===== src/rtl/rf_pkg.sv =====
package rf_pkg;
  typedef enum logic [1:0] {
    SZ_BYTE = 2'd0,
    SZ_HALF = 2'd1,
    SZ_WORD = 2'd2,
    SZ_DBL  = 2'd3
  } acc_size_e;

  // Mask of the bits an access of the given size covers.
  function automatic logic [63:0] size_mask(input acc_size_e s);
    case (s)
      SZ_BYTE: size_mask = 64'h0000_0000_0000_00FF;
      SZ_HALF: size_mask = 64'h0000_0000_0000_FFFF;
      SZ_WORD: size_mask = 64'h0000_0000_FFFF_FFFF;
      default: size_mask = '1;
    endcase
  endfunction
endpackage


===== src/rtl/rf_read_port.sv =====
module rf_read_port #(
  parameter int XLEN  = 64,
  parameter int IDX_W = 5,
  localparam int NREG = 1 << IDX_W
) (
  input  logic [XLEN-1:0]  bank [NREG],
  input  logic [IDX_W-1:0] idx,
  input  logic             sp_sel,
  input  logic [1:0]       size,
  input  logic             sgn,
  output logic [XLEN-1:0]  data
);
  import rf_pkg::*;
  localparam logic [IDX_W-1:0] ALIAS_IDX = IDX_W'(NREG - 1);

  logic [XLEN-1:0] raw, keep;
  logic            top_bit;

  always_comb begin
    raw  = (idx == ALIAS_IDX && !sp_sel) ? '0 : bank[idx];
    keep = XLEN'(size_mask(acc_size_e'(size)));
    case (acc_size_e'(size))
      SZ_BYTE: top_bit = raw[7];
      SZ_HALF: top_bit = raw[15];
      SZ_WORD: top_bit = raw[31];
      default: top_bit = raw[XLEN-1];
    endcase
    data = (raw & keep) | ((sgn && top_bit) ? ~keep : '0);
  end
endmodule


===== src/rtl/rf_write_prep.sv =====
module rf_write_prep #(
  parameter int XLEN  = 64,
  parameter int IDX_W = 5,
  localparam int NREG = 1 << IDX_W
) (
  input  logic             en,
  input  logic [IDX_W-1:0] idx,
  input  logic             sp_sel,
  input  logic [1:0]       size,
  input  logic [XLEN-1:0]  data,
  output logic [NREG-1:0]  hit,
  output logic [XLEN-1:0]  wdata
);
  import rf_pkg::*;
  localparam logic [IDX_W-1:0] ALIAS_IDX = IDX_W'(NREG - 1);

  logic live;

  always_comb begin
    live  = en && !(idx == ALIAS_IDX && !sp_sel);
    wdata = data & XLEN'(size_mask(acc_size_e'(size)));
    hit   = '0;
    for (int r = 0; r < NREG; r++)
      hit[r] = live && (idx == IDX_W'(r));
  end
endmodule


===== src/rtl/rf_pc_seq.sv =====
module rf_pc_seq #(
  parameter int XLEN = 64,
  parameter int STEP = 4
) (
  input  logic            clk,
  input  logic            rst,
  input  logic            abs_en,
  input  logic [XLEN-1:0] abs_target,
  input  logic            off_en,
  input  logic [XLEN-1:0] offset,
  input  logic            commit,
  output logic [XLEN-1:0] pc_q,
  output logic [XLEN-1:0] next_q
);
  logic [XLEN-1:0] next_d;

  always_comb begin
    if (abs_en)      next_d = abs_target;
    else if (off_en) next_d = pc_q + offset;
    else if (commit) next_d = next_q + XLEN'(STEP);
    else             next_d = next_q;
  end

  always_ff @(posedge clk) begin
    if (rst) begin
      pc_q   <= '0;
      next_q <= '0;
    end else begin
      if (commit) pc_q <= next_q;
      next_q <= next_d;
    end
  end
endmodule


===== src/rtl/dual_alias_regfile.sv =====
module dual_alias_regfile #(
  parameter int XLEN     = 64,
  parameter int IDX_W    = 5,
  parameter int LINK_IDX = 30,
  parameter int STEP     = 4
) (
  input  logic             clk,
  input  logic             rst,
  input  logic [IDX_W-1:0] rd0_idx,
  input  logic             rd0_sp_sel,
  input  logic [1:0]       rd0_size,
  input  logic             rd0_signed,
  output logic [XLEN-1:0]  rd0_data,
  input  logic [IDX_W-1:0] rd1_idx,
  input  logic             rd1_sp_sel,
  input  logic [1:0]       rd1_size,
  input  logic             rd1_signed,
  output logic [XLEN-1:0]  rd1_data,
  input  logic             wr_en,
  input  logic [IDX_W-1:0] wr_idx,
  input  logic             wr_sp_sel,
  input  logic [1:0]       wr_size,
  input  logic [XLEN-1:0]  wr_data,
  input  logic             pc_abs_en,
  input  logic [XLEN-1:0]  pc_abs_target,
  input  logic             pc_off_en,
  input  logic [XLEN-1:0]  pc_offset,
  input  logic             pc_commit,
  input  logic             link_save,
  output logic [XLEN-1:0]  pc_q,
  output logic [XLEN-1:0]  next_pc_q
);
  localparam int NREG    = 1 << IDX_W;
  localparam int ZR_IDX  = NREG - 1;

  logic [XLEN-1:0] bank_q [NREG];
  logic [NREG-1:0] wr_hit;
  logic [XLEN-1:0] wr_val;

  rf_write_prep #(.XLEN(XLEN), .IDX_W(IDX_W)) wprep_i (
    .en(wr_en), .idx(wr_idx), .sp_sel(wr_sp_sel), .size(wr_size),
    .data(wr_data), .hit(wr_hit), .wdata(wr_val)
  );

  // One storage element per index; the link register adds the link path.
  for (genvar g = 0; g < NREG; g++) begin : g_reg
    if (g == LINK_IDX) begin : g_link
      always_ff @(posedge clk) begin
        if (rst)            bank_q[g] <= '0;
        else if (link_save) bank_q[g] <= next_pc_q;
        else if (wr_hit[g]) bank_q[g] <= wr_val;
      end
    end else begin : g_plain
      always_ff @(posedge clk) begin
        if (rst)            bank_q[g] <= '0;
        else if (wr_hit[g]) bank_q[g] <= wr_val;
      end
    end
  end

  rf_read_port #(.XLEN(XLEN), .IDX_W(IDX_W)) rport0_i (
    .bank(bank_q), .idx(rd0_idx), .sp_sel(rd0_sp_sel),
    .size(rd0_size), .sgn(rd0_signed), .data(rd0_data)
  );

  rf_read_port #(.XLEN(XLEN), .IDX_W(IDX_W)) rport1_i (
    .bank(bank_q), .idx(rd1_idx), .sp_sel(rd1_sp_sel),
    .size(rd1_size), .sgn(rd1_signed), .data(rd1_data)
  );

  rf_pc_seq #(.XLEN(XLEN), .STEP(STEP)) pcseq_i (
    .clk(clk), .rst(rst), .abs_en(pc_abs_en), .abs_target(pc_abs_target),
    .off_en(pc_off_en), .offset(pc_offset), .commit(pc_commit),
    .pc_q(pc_q), .next_q(next_pc_q)
  );
endmodule


===== config.mk =====
export PLATFORM = sky130hd
export DESIGN_NAME = dual_alias_regfile
export DESIGN_NICKNAME = d
export VERILOG_FILES = /design/src/rtl/rf_pkg.sv /design/src/rtl/rf_read_port.sv /design/src/rtl/rf_write_prep.sv /design/src/rtl/rf_pc_seq.sv /design/src/rtl/dual_alias_regfile.sv
export SDC_FILE = /design/constraint.sdc
export NUM_CORES = 2
export LEC_CHECK = 0
export BUFFER_PORTS_ARGS = -buffer_cell sky130_fd_sc_hd__buf_2
export CORE_UTILIZATION = 40
export CTS_CLUSTER_DIAMETER = 60
export DETAILED_ROUTE_END_ITERATION = 8
export PLACE_DENSITY_LB_ADDON = 0.12
export SYNTH_ARGS = -nofsm -noshare
export SYNTH_HDL_FRONTEND = slang
export SYNTH_HIERARCHICAL = 1
export SYNTH_SLANG_ARGS = --single-unit

===== constraint.sdc =====
create_clock -name clk -period 3.05 [get_ports clk]
set_input_delay 0.61 -clock clk [delete_from_list [all_inputs] [get_ports clk]]
set_output_delay 0.61 -clock clk [all_outputs]
set_load 0.03 [all_outputs]

==> reports/qor.yml <==
fillers: 25900
r2r_start: "pcseq_i/pc_q[0]"
crit_family: "buffers and inverters"
drt_iter0_markers: 8607
detail_route.first_pass.iterations: 6
rsz0062_at_grt: "yes"
grt_pass1_wl_um: 663000
grtUsageTotal_pct: 30.5
p_leak_uw: 0.0516
clock_latency_ns: 0.90
routed_via_density: 5.98
maxCapViolations: 0
cts_tree: "yes"
violations: "setup timing"
mostFrequentLayoutCell: "nor2_1"
fin_nets: 11600
grt_pass1_vias: 91300
powerDensity_mw_per_mm2: 489
route.detailed.drc: 0
syn_avg_cell_area_um2: 11.1
crit_path_start_kind: "flip-flop"
clk_path_buf_depth: 4
dpl.hpwl_um: 305000
syn_area_mm2: 0.117
worst_r2r_endpoint: "pcseq_i/next_q[46]"
ant_nets: 0
worstHoldStart: "pc_abs_target[8]"
grt_antenna_before_repair: 40
drt-wirelength-per-cell_um: 30.0
synth_top_cell_area_share_pct: 37.1
dp_cells: 14800
worstPathArrival_ns: 3.25
max_freq_mhz: 259
crit_path_end_kind: "output pin"
vias: 92400
synth_edf_count: 0
clkTransAtPathRegs_ns: 0.06
seqCellArea_mm2: 0.0436
initial_core_util_pct: 40.3
rrSetupSlack_ns: -0.13
setup_violations: 135
hold_depth: 3
dieWidth_um: 544
dp_slack_ns: -1.04
tightestPinTransition_ns: 1.05
chipHeight_um: 544
hold_viol: 0
period_share_pct: 127
r2r_cells: 16
cpMostUsedCell: "buf_12"
numCtsBuffers: 273
ys_dominant_reg_cell: "dfxtp_1"
grt_overflow: 0
cp_max_fo: 6
core_mm2: 0.292
hold_class: "in -> reg"
cts_num_sinks: 2176
synth-async-reset-ratio_pct: 0
finalMaxSlewViolations: 0
ys_ff_latch: 2176
synthDistinctLibCells: 91
layout-drive-gt1-share_pct: 31.4
critPathKind: "reg -> out"
num_rows: 198
routed_wl_um: 463000
cts-root-buf: "clkbuf_16"
die-area_mm2: 0.296
place_congestion: 0.963
synth_warnings: 6
grt_max_degree: 160
vdd_drop_max_v: 0.000382
clock_skew_ns: 0.0430
synth_top_cell_by_area: "dfxtp_1"
synth_nets: 10900
worst_path_max_delay_cell: "mux4_2"
ios: 481
multi_input_area_mm2: 0.0705
final_cells: 15500
status: "finished with violations"
worst-path-buf-inv: 5
maxSlewHeadroom_pct: 29.8
final_cell_mix: "nor2_1 (2199), mux2i_1 (2190), dfxtp_1 (2160), mux4_2 (1242), buf_4 (719)"
syn_inst: 10600
cts_max_level: 5
io_buffers: 480
required_ns: 2.44
hold_end: "pcseq_i/next_q[8]"
critPathMaxStageDelay_ns: 0.48
finalWorstSetupSlack_ns: -0.812
ys_top_cells_by_area: "dfxtp_1 (37%), mux4_2 (24%), mux2i_1 (19%)"
seq_area_frac_synth_pct: 37.1
syn2layout_area_growth_pct: 23.7
min_period_ns: 3.86
crit_chain: "mux4_2 -> a2bb2oi_2 -> a211oi_2 -> buf_4 -> nor3_4 -> nand3_4 -> buf_12 -> buf_12 -> buf_16 -> nand3_2 -> buf_6"
==> registers in the layout (all words and copies together) (netlist names) <==
signal	flops
bank_q	2048
pcseq_i/next_q	64
pcseq_i/pc_q	64
==> area by class of cell <==
cell class	count	share of cell area [%]
antenna	15	0.0258
clock buffer	382	5.44
clock inverter	87	0.880
inverter	156	0.404
multi-input combinational	7145	48.5
sequential	2176	30.0
tap	3900	3.36
timing repair buffer	1591	11.4
==> through the flow <==
stage	hold slack [ns]	total power, uW	TNS [ns]	instance area, um2	utilization [%]
6_report	0.0541	71200	-83.96	145000	49.9
5_1_grt	0.0334	73200	-91.08	145000	49.9
4_1_cts	0.00326	71300	-87.19	144000	49.2
3_5_place_dp	0.497	37300	-125.48	131000	45.0
3_3_place_gp	0.484	37300	-124.39	131000	45.0
2_1_floorplan	0.472	33900	-35.21	118000	-
==> synth_stat cells (74+ instances only) <==
library cell and n:
a211oi_1 112, inv_1 93, nand3_1 119, nor2b_1 87, nor2_1 2280, buf_4 74, dfxtp_1 2176, buf_2 542
o22ai_1 74, a21oi_1 134, nand2_1 167, mux2i_1 2196, mux4_2 1242, o21ai_0 84, clkbuf_1 383
==> worst register-to-register path, stage by stage, from the launching register on <==
cell	delay (ns)
dfxtp_2	0.33
ha_4	0.16
inv_2	0.05
fa_2	0.22
nor2b_4	0.05
o2111ai_4	0.24
a211oi_4	0.12
buf_4	0.16
o41ai_4	0.34
nand3_2	0.11
buf_6	0.16
a31oi_4	0.26
o21ai_4	0.11
buf_4	0.16
buf_6	0.12
xnor2_4	0.13
a2111oi_4	0.35
==> worst max path at each step <==
stage | startpoint | endpoint | depth (start not counted)
after detailed placement | rd1_idx[0] | rd1_data[61] | 11
after CTS | bank_q[71] | rd1_data[41] | 11
after floorplan | rd0_idx[0] | rd0_data[16] | 11
after global routing | bank_q[71] | rd1_data[41] | 11
after global placement | rd1_idx[0] | rd1_data[61] | 11
final | bank_q[71] | rd1_data[41] | 11
==> what timing repair did <==
item,in CTS,in global routing
hold buffers,20,0
hold endpoints to repair,20,0
pin swaps,47,89
setup endpoints to repair,158,154
gates cloned,27,18
setup buffers,54,43
gates resized for setup,440,270
==> layer usage <==
layer | wire, um | track usage [%] | vias to the layer above
met2 | 212000 | 48.0 | 3826
li1 | - | - | 40100
met1 | 194000 | 40.8 | 47500
met3 | 33100 | 5.44 | 901
met5 | 217 | 0 | -
met4 | 23800 | 13.9 | 34
==> cell families after synthesis <==
family | synth area share [%]
AND/OR/NAND/NOR | 10.1
flip-flops | 37.1
buffers and inverters | 5.06
AO/OA/AOI/OAI | 3.51
multiplexers | 42.7
adder cells (fa/ha/maj) | 0.699
XOR/XNOR | 0.842
==> power by group <==
part           switching, uW  leakage [uW]  internal (uW)
clock                  13500       0.00450          20200
sequential               240        0.0176          28700
combinational           5160        0.0295           3350
Power figures use the tool's default switching activity.
